--- src/rtl/qdec_poscount.sv ---
module qdec_poscount #(
  parameter int CW   = 16,
  parameter int SELW = 2
) (
  input  logic            clk,
  input  logic            rst_n,
  input  logic            pha_i,
  input  logic            phb_i,
  input  logic [CW-1:0]   max_cnt,
  input  logic [SELW-1:0] div_sel,
  input  logic            flag_clr,
  output logic [CW-1:0]   pos_o,
  output logic            dir_o,
  output logic            flag_o
);
  localparam int PW = (1 << SELW) - 1;

  logic [PW-1:0] pcnt;
  logic [1:0]    samp, h0, h1, filt, filt_d;
  logic [CW-1:0] pos_q;
  logic          dir_q, flag_q;

  wire [PW-1:0] mask   = ~({PW{1'b1}} << div_sel);
  wire          tick   = &(pcnt | ~mask);
  wire [1:0]    agree  = ~(samp ^ h0) & ~(h0 ^ h1);
  wire [1:0]    chg    = filt ^ filt_d;
  wire          single = ^chg;
  wire          up     = filt_d[1] ^ filt[0];
  wire          wrap_up = single & up & (pos_q == max_cnt);
  wire          wrap_dn = single & ~up & (pos_q == '0);

  always_ff @(posedge clk) begin
    if (!rst_n) begin
      pcnt <= '0;
      samp <= '0;
      h0 <= '0;
      h1 <= '0;
      filt <= '0;
      filt_d <= '0;
    end else begin
      pcnt <= pcnt + 1'b1;
      samp <= {pha_i, phb_i};
      filt_d <= filt;
      if (tick) begin
        h0 <= samp;
        h1 <= h0;
        filt <= (filt & ~agree) | (samp & agree);
      end
    end
  end

  always_ff @(posedge clk) begin
    if (!rst_n) begin
      pos_q <= '0;
      dir_q <= 1'b1;
      flag_q <= 1'b0;
    end else begin
      if (single) begin
        dir_q <= up;
        if (wrap_up)      pos_q <= '0;
        else if (wrap_dn) pos_q <= max_cnt;
        else if (up)      pos_q <= pos_q + 1'b1;
        else              pos_q <= pos_q - 1'b1;
      end
      flag_q <= (flag_q & ~flag_clr) | wrap_up | wrap_dn;
    end
  end

  assign pos_o  = pos_q;
  assign dir_o  = dir_q;
  assign flag_o = flag_q;

  assert_one_step_R5: assert property (@(posedge clk) disable iff (!rst_n)
    single |=> (pos_q == $past(pos_q) + 1'b1) || (pos_q == $past(pos_q) - 1'b1) ||
               (pos_q == '0) || (pos_q == $past(max_cnt)));

  assert_in_range_R6: assert property (@(posedge clk) disable iff (!rst_n)
    (single && pos_q <= max_cnt) |=> pos_q <= $past(max_cnt));

  assert_flag_sticky_R8: assert property (@(posedge clk) disable iff (!rst_n)
    (flag_q && !flag_clr) |=> flag_q);

  assert_set_wins_R9: assert property (@(posedge clk) disable iff (!rst_n)
    (flag_clr && (pos_q == '0) && single && !up) |=> flag_q);

  assert_double_ignored_R10: assert property (@(posedge clk) disable iff (!rst_n)
    (chg == 2'b11) |=> ($stable(pos_q) && $stable(dir_q)));
endmodule

--- config.mk ---
export PLATFORM = sky130hd
export DESIGN_NAME = qdec_poscount
export DESIGN_NICKNAME = d
export VERILOG_FILES = /design/src/rtl/qdec_poscount.sv
export SDC_FILE = /design/constraint.sdc
export NUM_CORES = 1
export LEC_CHECK = 0
export ABC_AREA = 1
export BUFFER_PORTS_ARGS = -buffer_cell sky130_fd_sc_hd__buf_2
export CORE_MARGIN = 1
export CORE_UTILIZATION = 42
export CTS_CLUSTER_DIAMETER = 50
export DETAILED_ROUTE_END_ITERATION = 8
export GPL_TIMING_DRIVEN = 0
export SKIP_CTS_REPAIR_TIMING = 1
export SYNTH_ARGS = -nofsm -noshare
export SYNTH_HDL_FRONTEND = slang
export SYNTH_SLANG_ARGS = --single-unit
--- constraint.sdc ---
create_clock -name clk -period 2.02 [get_ports clk]
set_clock_uncertainty 0.2 [all_clocks]
set_input_delay 0 -clock clk [delete_from_list [all_inputs] [get_ports clk]]
set_output_delay 0 -clock clk [all_outputs]
set_load 0.01 [all_outputs]
==> results.yml, run 1 <==
run_status:
  outcome: "finished with violations"
  violations: "negative hold slack, negative setup slack"
sta:
  finalMaxSlewViolations: 0
  hold_viol_final: 4
  fmax_mhz: 477
  fin_ws_ns: -0.0755
  tightest_slew_ns: 0.534
  slew_headroom_pct: 64.4
  hold_ws_ns: -0.0661
  grt_setup_unrepaired: "true"
  period_share_pct: 104
  period_needed_ns: 2.10
  setup_viol: 9
power_and_ir_drop:
  vdd_drop_max_mv: 0.300
  powerDensity_nw_per_um2: 403
  leakagePower_nw: 1.73
  power_mw: 1.42
critical_path:
  required_ns: 1.98
  cp-start-kind: "register"
  crit_arrival_ns: 2.05
  ff2ff_setup_slack_ns: -0.08
  cp_max_fo: 5
  crit_type: "register to register"
  crit_path_end_kind: "register"
  rr_worst_depth: 16
  regToRegEndpoint: "pos_o[4]"
synthesis:
  synthFlopType: "dfxtp_1"
  netlist_instances: 416
  ys_ff_latch: 31
  yosysMostFrequentCell: "nand2_1"
  synthDominantAreaCellType: "dfxtp_1"
  netlist_top_cells_count: "nand2_1, nor2_1, inv_1"
  synth_area_per_cell_um2: 5.96
  synthTopCellsByArea: "dfxtp_1, nand2_1, nor2_1, inv_1, nand3_1"
  yosysSeqAreaShare_pct: 25.0
  synth_area_um2: 2480
  ys_types: 33
  synth_nets: 441
  async_flop_share_pct: 0
  synth_top_area_share_pct: 25.0
  yosysWarnings: 0
  synth_edf_count: 0
grt:
  overflow: 0
  grtUsageTotal_pct: 24.2
  grt_max_degree: 13
  grt_first_pass_wirelength_um: 11500
  antenna_found_initial: 0
  grt_pass1_vias: 2399
die:
  die_area_um2: 6220
  start_util_pct: 44.2
  die_h_um: 78.8
  pin_count: 41
  rows: 27
  die_w_um: 78.8
  core_area_um2: 5610
routing:
  via_per_inst: 5.18
  wire_per_inst_um: 14.1
  vias: 2988
  drc_errors: 0
  dr.pass1.iters: 5
  initialDrtViolationCount: 225
  ant_nets: 0
  postRouteWirelength_um: 8150
cells_and_area:
  regArea_um2: 629
  finalInstanceArea_um2: 3530
  nNetsFinal: 529
  multi_input_comb_area_um2: 1810
  drive_gt1_share_pct: 31.3
  fill_cells: 521
  antennaDiodeCount: 0
  areaGrowthSynthToFinish_pct: 42.3
placed_design:
  hpwl_um: 5400
  gp_congestion: 0.920
  dpl-instance-area_um2: 2770
  port_buffers: 39
  dp_slack_ns: -0.307
cts:
  clock_path_buffers: 2
  cts_max_level: 2
  clock-sinks: 31
  cts.clk_slew.worst_paths_ns: 0.09
  clock_latency_ns: 0.30
  cts_buffers: 5
  cts_tree: "done"
  root_buffer: "clkbuf_8"
run:
  maxCapViolCount: 0
min_path:
  hold_path_class: "primary input to register"
  whs_path_depth: 5
  hp-start: "max_cnt[6]"
  hold_end: "pos_o[6]"
worst max-delay path by stage:
stage,from,end,cells past startpoint
floorplan,filt_d[1],pos_o[4],16
CTS,register,pos_o[8],17
detailed placement,register,pos_o[8],17
global route,register,pos_o[10],18
finish,register,pos_o[4],16
global placement,register,pos_o[8],17
cell type report:
type,instances,share of cell area [%]
Clock inverter,3,0.674
Tap cell,72,2.55
Timing Repair Buffer,83,16.8
Sequential cell,31,17.8
Inverter,59,6.77
Clock buffer,5,1.95
Buffer,9,2.16
Multi-Input combinational cell,315,51.2
cell usage in the layout (no fill, tap or decap), types with 10 or more instances in the layout:
master / n
dfxtp_1: 28
buf_4: 24
buf_2: 39
nand2_1: 95
nor2_1: 53
xnor2_1: 13
a21oi_1: 24
dlygate4sd3_1: 20
nand2_2: 24
nand3_1: 22
inv_1: 45
nand2_4: 15
nand4_1: 10
flip-flops by register name, indices dropped and copies added (netlist names), named ones only:
signal	cells
dir_o	1
filt_d	2
flag_o	1
h0	2
h1	2
pcnt	3
pos_o	16
samp	2
metrics by stage:
stage          util, %  instances  hold WS (ns)  setup TNS (ns)
2_1_floorplan        -        416        -0.102               0
3_3_place_gp      49.3        527       -0.0204           -2.93
3_5_place_dp      49.3        527       -0.0144           -3.14
4_1_cts           51.0        535        -0.325           -3.47
5_1_grt           62.9        577       0.00417           -2.26
6_report          62.9        577       -0.0661          -0.399
power breakdown:
| group | internal [mW] | leakage [nW] | total, mW | switching, mW |
|---|---|---|---|---|
| Combinational | 0.113 | 1.43 | 0.245 | 0.132 |
| Sequential | 0.625 | 0.254 | 0.639 | 0.0144 |
| Clock | 0.247 | 0.0408 | 0.539 | 0.292 |
| Total | 0.985 | 1.73 | 1.42 | 0.438 |
critical path, stage by stage, from the launching register on:
cell and delay (ns):
dfxtp_4 0.40, inv_4 0.04, nand2_4 0.09, nand2_4 0.07, buf_8 0.14, nand2_4 0.07, nand2_2 0.07, inv_2 0.07
ha_4 0.14, inv_4 0.03, nand2_4 0.07, nand2_2 0.07, nand2_4 0.11, xor2_1 0.15, nand2_1 0.07, o211ai_1 0.08
a21oi_1 0.10
routing by layer:
metal | vias to the layer above | global-route usage [%] | share of wire, % | wire length (um)
met5 | - | 0 | 0 | 0
met4 | 0 | 8.36 | 2.0 | 162
met3 | 21 | 4.25 | 6.9 | 561
met2 | 122 | 39.9 | 47 | 3810
met1 | 1349 | 31.7 | 44 | 3620
li1 | 1496 | - | - | -
kinds of logic after synthesis:
group           after synthesis  share of synthesized area [%]
compound gates               45                           11.1
xor+xnor                     23                           8.12
fa+ha+maj                     2                           1.01
buf+inv                      70                           11.6
flops                        31                           25.0
simple gates                245                           43.2
Note: power is estimated with default switching activity, not from simulation.
==> run 2: changes to the inputs <==
--- a/config.mk
+++ b/config.mk
@@ -7,11 +7,14 @@
 export LEC_CHECK = 0
 export ABC_AREA = 1
 export BUFFER_PORTS_ARGS = -buffer_cell sky130_fd_sc_hd__buf_2
+export CELL_PAD_IN_SITES_DETAIL_PLACEMENT = 1
+export CELL_PAD_IN_SITES_GLOBAL_PLACEMENT = 2
 export CORE_MARGIN = 1
-export CORE_UTILIZATION = 42
+export CORE_UTILIZATION = 27
 export CTS_CLUSTER_DIAMETER = 50
 export DETAILED_ROUTE_END_ITERATION = 8
 export GPL_TIMING_DRIVEN = 0
+export PLACE_DENSITY_LB_ADDON = 0.1
 export SKIP_CTS_REPAIR_TIMING = 1
 export SYNTH_ARGS = -nofsm -noshare
 export SYNTH_HDL_FRONTEND = slang
==> run 2 against run 1 <==
  * The flow finishes with violations (design-rule violations, negative hold slack, negative setup slack)
  * Fmax fell by 1.9%
  * Sequential share of layout area down 0.42 points
  * Worst setup slack got worse by 0.041 ns
  * Die area increased by 54%
  * Cell area up 3.4%
  * First-iteration DRC count decreased by 65%
  * Critical path depth grew 2
  * Critical endpoint is now pos_o[10]
==> results.yml, run 2 (synthesized netlist as in run 1, its figures left out) <==
cells_and_area:
  mostFrequentLayoutCells: "nand2_1, nor2_1, inv_1"
  largest_register_ffs: 16
  antennaDiodeCount: 0
  drive_gt1_share_pct: 33.5
  nNetsFinal: 529
  areaGrowthSynthToFinish_pct: 47.1
  fin_cells: 613
  final_common_cell: "nand2_1"
sta:
  period_share_pct: 106
  grt_setup_unrepaired: "true"
  slew_headroom_pct: 54.6
  fin_ws_ns: -0.116
  fmax_mhz: 468
  hold_viol_final: 5
  tightest_slew_ns: 0.682
  finalMaxSlewViolations: 0
  hold_ws_ns: -0.0402
  period_needed_ns: 2.14
  setup_viol: 12
die:
  rows: 34
  core_area_um2: 8810
  die_h_um: 97.8
  die_w_um: 97.8
  pin_count: 41
  start_util_pct: 28.2
  die_area_um2: 9570
routing:
  dr.pass1.iters: 6
  wire_per_inst_um: 15.7
  via_per_inst: 4.80
  vias: 2944
  postRouteWirelength_um: 9600
  drc_errors: 2
  initialDrtViolationCount: 78
  ant_nets: 0
power_and_ir_drop:
  power_mw: 1.46
  leakagePower_nw: 1.72
  powerDensity_nw_per_um2: 400
  vdd_drop_max_mv: 0.247
grt:
  antenna_found_initial: 0
  grt_pass1_vias: 2744
  grtUsageTotal_pct: 19.6
  overflow: 0
  grt_max_degree: 13
  grt_first_pass_wirelength_um: 14500
critical_path:
  required_ns: 1.98
  path_depth: 18
  cp-start-kind: "register"
  crit_type: "register to register"
  crit_family: "simple AND/OR/NAND/NOR gates"
  slowest_stage: "dfxtp_4"
  rr_worst_depth: 18
  cpMostUsedCell: "nand2_4"
  worst-path-buf-inv: 4
  crit_path_end_kind: "register"
  cp_max_fo: 5
  crit_arrival_ns: 2.10
  path_cells: "inv_4 > nand2_4 > nand2_4 > buf_12 > nand2_8 > nand2_4 > inv_4 > ha_4 > inv_4 > nand2_4 > nand3_4 > nand2_4 > nand2_2 > nand2_1 > nand2_1 > nand3_2 > nand2_2 > a21oi_2"
  slowest_delay_ns: 0.39
min_path:
  hold_path_class: "primary input to register"
  whs_path_depth: 5
cts:
  cts.clk_slew.worst_paths_ns: 0.08
  cts_buffers: 5
  clock_latency_ns: 0.31
  root_buffer: "clkbuf_8"
  cts_max_level: 2
  cts_tree: "done"
  clock_path_buffers: 2
  clock-sinks: 31
placed_design:
  hpwl_um: 6820
  port_buffers: 39
  post-place-cells: 563
  gp_congestion: 0.819
run_status:
  outcome: "finished with violations"
  violations: "design-rule violations, negative hold slack, negative setup slack"
run:
  maxCapViolCount: 0
run 2: cell count changes in the layout (fill, tap and decap cells not counted), sizes merged:
cell,previous run,this run
buf,67,69
clkbuf,10,9
dlygate4sd3,20,19
run 2: worst paths after layout:
kind,slack [ns],startpoint,end
max,-0.12,register,pos_o[10]
min,-0.04,max_cnt[15],pos_o[15]
max reg2reg,-0.12,register,pos_o[10]
min reg2reg,0.27,pcnt[0],pcnt[0]
run 2: layout make-up:
type,count,area (um2)
Clock buffer,5,68.8
Sequential cell,31,636
Inverter,59,244
Fill cell,1172,5160
Tap cell,108,135
Timing Repair Buffer,83,593
Clock inverter,3,23.8
Multi-Input combinational cell,315,1860
Buffer,9,85.1
run 2: power breakdown:
group / internal [mW] / leakage, nW / switching [mW] / total [mW]
combinational: 0.115 / 1.43 / 0.137 / 0.252
sequential: 0.625 / 0.256 / 0.0148 / 0.640
clock: 0.247 / 0.0408 / 0.321 / 0.568
run 2: layer usage:
layer | global-route usage (%) | vias to the layer above | routed length, um
met1 | 27.6 | 1398 | 4750
li1 | - | 1494 | -
met2 | 32.2 | 44 | 4550
met5 | 0 | - | 0
met3 | 2.43 | 8 | 216
met4 | 3.85 | 0 | 80
run 2: stage by stage:
step	hold slack (ns)	TNS (ns)	utilization, %	instance area, um2	setup slack (ns)
floorplan	-0.102	0	-	2480	0.0178
global route	0.0176	-2.98	41.4	3650	-0.258
CTS	-0.327	-5.96	33.0	2900	-0.494
detailed placement	-0.0115	-5.75	31.9	2810	-0.500
global placement	-0.0197	-4.92	31.9	2810	-0.472
finish	-0.0402	-0.866	41.4	3650	-0.116
run 2: worst reg2reg max path, stage by stage (launching register included):
cell     delay, ns
dfxtp_4       0.39
inv_4         0.07
nand2_4       0.07
nand2_4       0.11
buf_12        0.13
nand2_8       0.06
nand2_4       0.08
inv_4         0.03
ha_4          0.15
inv_4         0.05
nand2_4       0.05
nand3_4       0.09
nand2_4       0.08
nand2_2       0.09
nand2_1       0.05
nand2_1       0.08
nand3_2       0.09
nand2_2       0.08
a21oi_2       0.05
==> run 3: changes to the inputs <==
--- a/config.mk
+++ b/config.mk
@@ -6,13 +6,13 @@
 export NUM_CORES = 1
 export LEC_CHECK = 0
 export ABC_AREA = 1
-export BUFFER_PORTS_ARGS = -buffer_cell sky130_fd_sc_hd__buf_2
 export CELL_PAD_IN_SITES_DETAIL_PLACEMENT = 1
 export CELL_PAD_IN_SITES_GLOBAL_PLACEMENT = 2
 export CORE_MARGIN = 1
-export CORE_UTILIZATION = 27
+export CORE_UTILIZATION = 30
 export CTS_CLUSTER_DIAMETER = 50
 export DETAILED_ROUTE_END_ITERATION = 8
+export DONT_BUFFER_PORTS = 1
 export GPL_TIMING_DRIVEN = 0
 export PLACE_DENSITY_LB_ADDON = 0.1
 export SKIP_CTS_REPAIR_TIMING = 1
==> run 3 against run 2 <==
  * Cell area is 5.5% lower
  * Largest cell class unchanged
  * Count of clock-buffer cells in the layout did not move
  * Global-route usage rose by 1.3 points
  * The run ends with negative hold slack, negative setup slack left
  * Non-clock buffer count shrank 38
  * Critical path depth shrank 2
  * Wire length is 3.8% lower
  * Worst setup slack got worse by 0.022 ns
  * Sequential share of layout area rose by 1.2 points
==> results.yml, run 3 (synthesized netlist as in run 1, its figures left out) <==
routing:
  dr.pass1.iters: 4
  drc_errors: 0
  ant_nets: 0
  initialDrtViolationCount: 105
  vias: 2800
  postRouteWirelength_um: 9230
  via_per_inst: 4.92
  wire_per_inst_um: 16.2
critical_path:
  crit_type: "register to register"
  rr_worst_depth: 16
  cp_max_fo: 5
  ff2ff_setup_slack_ns: -0.14
  regToRegEndpoint: "pos_o[4]"
  required_ns: 1.98
  cp-start-kind: "register"
  crit_path_end_kind: "register"
  crit_arrival_ns: 2.12
min_path:
  whs_path_depth: 6
  hold_path_class: "primary input to register"
  hold_end: "flag_o"
  hp-start: "max_cnt[15]"
power_and_ir_drop:
  leakagePower_nw: 1.53
  p_int_mw: 0.977
  p_sw_share_pct: 31.8
  powerDensity_nw_per_um2: 416
  p_clk_share_pct: 38.6
  switchingPower_mw: 0.456
  pwr-share-seq_pct: 44.8
  vdd_drop_max_mv: 0.220
  p_comb_share_pct: 16.6
cts:
  cts_tree: "done"
  clock-sinks: 31
  cts.clk_slew.worst_paths_ns: 0.09
  cts_max_level: 2
  cts_buffers: 5
  root_buffer: "clkbuf_8"
  clock_latency_ns: 0.30
  clock_path_buffers: 2
die:
  start_util_pct: 31.6
  die_w_um: 92.9
  die_area_um2: 8630
  die_h_um: 92.9
  pin_count: 41
  rows: 32
  core_area_um2: 7850
grt:
  overflow: 0
  grtUsageTotal_pct: 21.0
  antenna_found_initial: 0
  grt_pass1_vias: 2659
  grt_max_degree: 13
  grt_first_pass_wirelength_um: 13900
cells_and_area:
  multi_input_comb_area_um2: 1870
  nNetsFinal: 491
  fill_cells: 1037
  regArea_um2: 642
  drive_gt1_share_pct: 28.7
  areaGrowthSynthToFinish_pct: 39.0
  final_common_cell: "nand2_1"
  mostFrequentLayoutCells: "nand2_1, nor2_1, inv_1"
  fin_cells: 569
  antennaDiodeCount: 0
  largest_register_ffs: 16
sta:
  period_needed_ns: 2.16
  finalMaxSlewViolations: 0
  fmax_mhz: 463
  hold_ws_ns: -0.0241
  period_share_pct: 107
  setup_tns_ns: -0.714
  grt_setup_unrepaired: "true"
  fin_ws_ns: -0.138
  tightest_slew_ns: 0.746
  hold_viol_final: 4
  setup_viol: 11
  slew_headroom_pct: 50.2
run:
  maxCapViolCount: 0
run_status:
  outcome: "finished with violations"
  violations: "negative hold slack, negative setup slack"
placed_design:
  dp_slack_ns: -0.417
  port_buffers: 0
  hpwl_um: 6610
  gp_congestion: 0.813
  post-place-cells: 518
-- run 3: cell count changes in the layout (fill, tap and decap cells not counted), sizes merged --
cell / change
buf: -42
dlygate4sd3: +4
-- run 3: layout make-up --
class,instances,area share [%]
inverters,59,6.79
clock inverters,3,0.690
well taps,102,3.70
repair buffers,43,11.3
multi-input cells,315,54.3
flip-flops and latches,31,18.6
clock buffers,5,2.00
plain buffers,11,2.69
-- run 3: worst max-delay path by stage --
stage | startpoint | to
global route | register | pos_o[4]
CTS | register | pos_o[12]
detailed placement | pos_o[12] | pos_o[3]
finish | register | pos_o[4]
floorplan | filt_d[1] | pos_o[4]
global placement | register | pos_o[12]
-- run 3: critical path, cell delays in order, from the launching register on --
cell and delay [ns]:
dfxtp_4 0.42, inv_4 0.05, nand2_4 0.08, nand2_4 0.08, buf_12 0.14, nand2_4 0.08
nand2_4 0.06, inv_2 0.04, ha_2 0.16, inv_2 0.04, nand2_4 0.07, nand2_2 0.07
nand2_4 0.10, xor2_1 0.19, nand2_1 0.07, o211ai_1 0.08, a21oi_1 0.09
-- run 3: through the flow --
step / util (%) / cell area [um2] / total power [mW] / hold slack (ns)
floorplan: - / 2480 / 0.780 / -0.102
global placement: 33.2 / 2610 / 0.820 / -0.101
detailed placement: 33.2 / 2610 / 0.823 / -0.0960
CTS: 34.4 / 2700 / 1.38 / -0.408
global route: 43.9 / 3450 / 1.51 / 0.0315
finish: 43.9 / 3450 / 1.43 / -0.0241
-- run 3: power groups by stage --
stage               Combinational (mW)  Clock [mW]  Sequential (mW)
floorplan                        0.127           0            0.653
global placement                 0.163           0            0.657
detailed placement               0.166           0            0.658
CTS                              0.166       0.572            0.643
global route                     0.267       0.595            0.644
finish                           0.238       0.553            0.641
-- run 3: layer usage --
metal | global-route usage (%) | wire (um) | vias to the layer above
li1 | - | - | 1417
met1 | 28.6 | 4440 | 1324
met2 | 34.8 | 4350 | 54
met3 | 4.02 | 402 | 5
met4 | 3.08 | 40 | 0
met5 | 0 | 0 | -
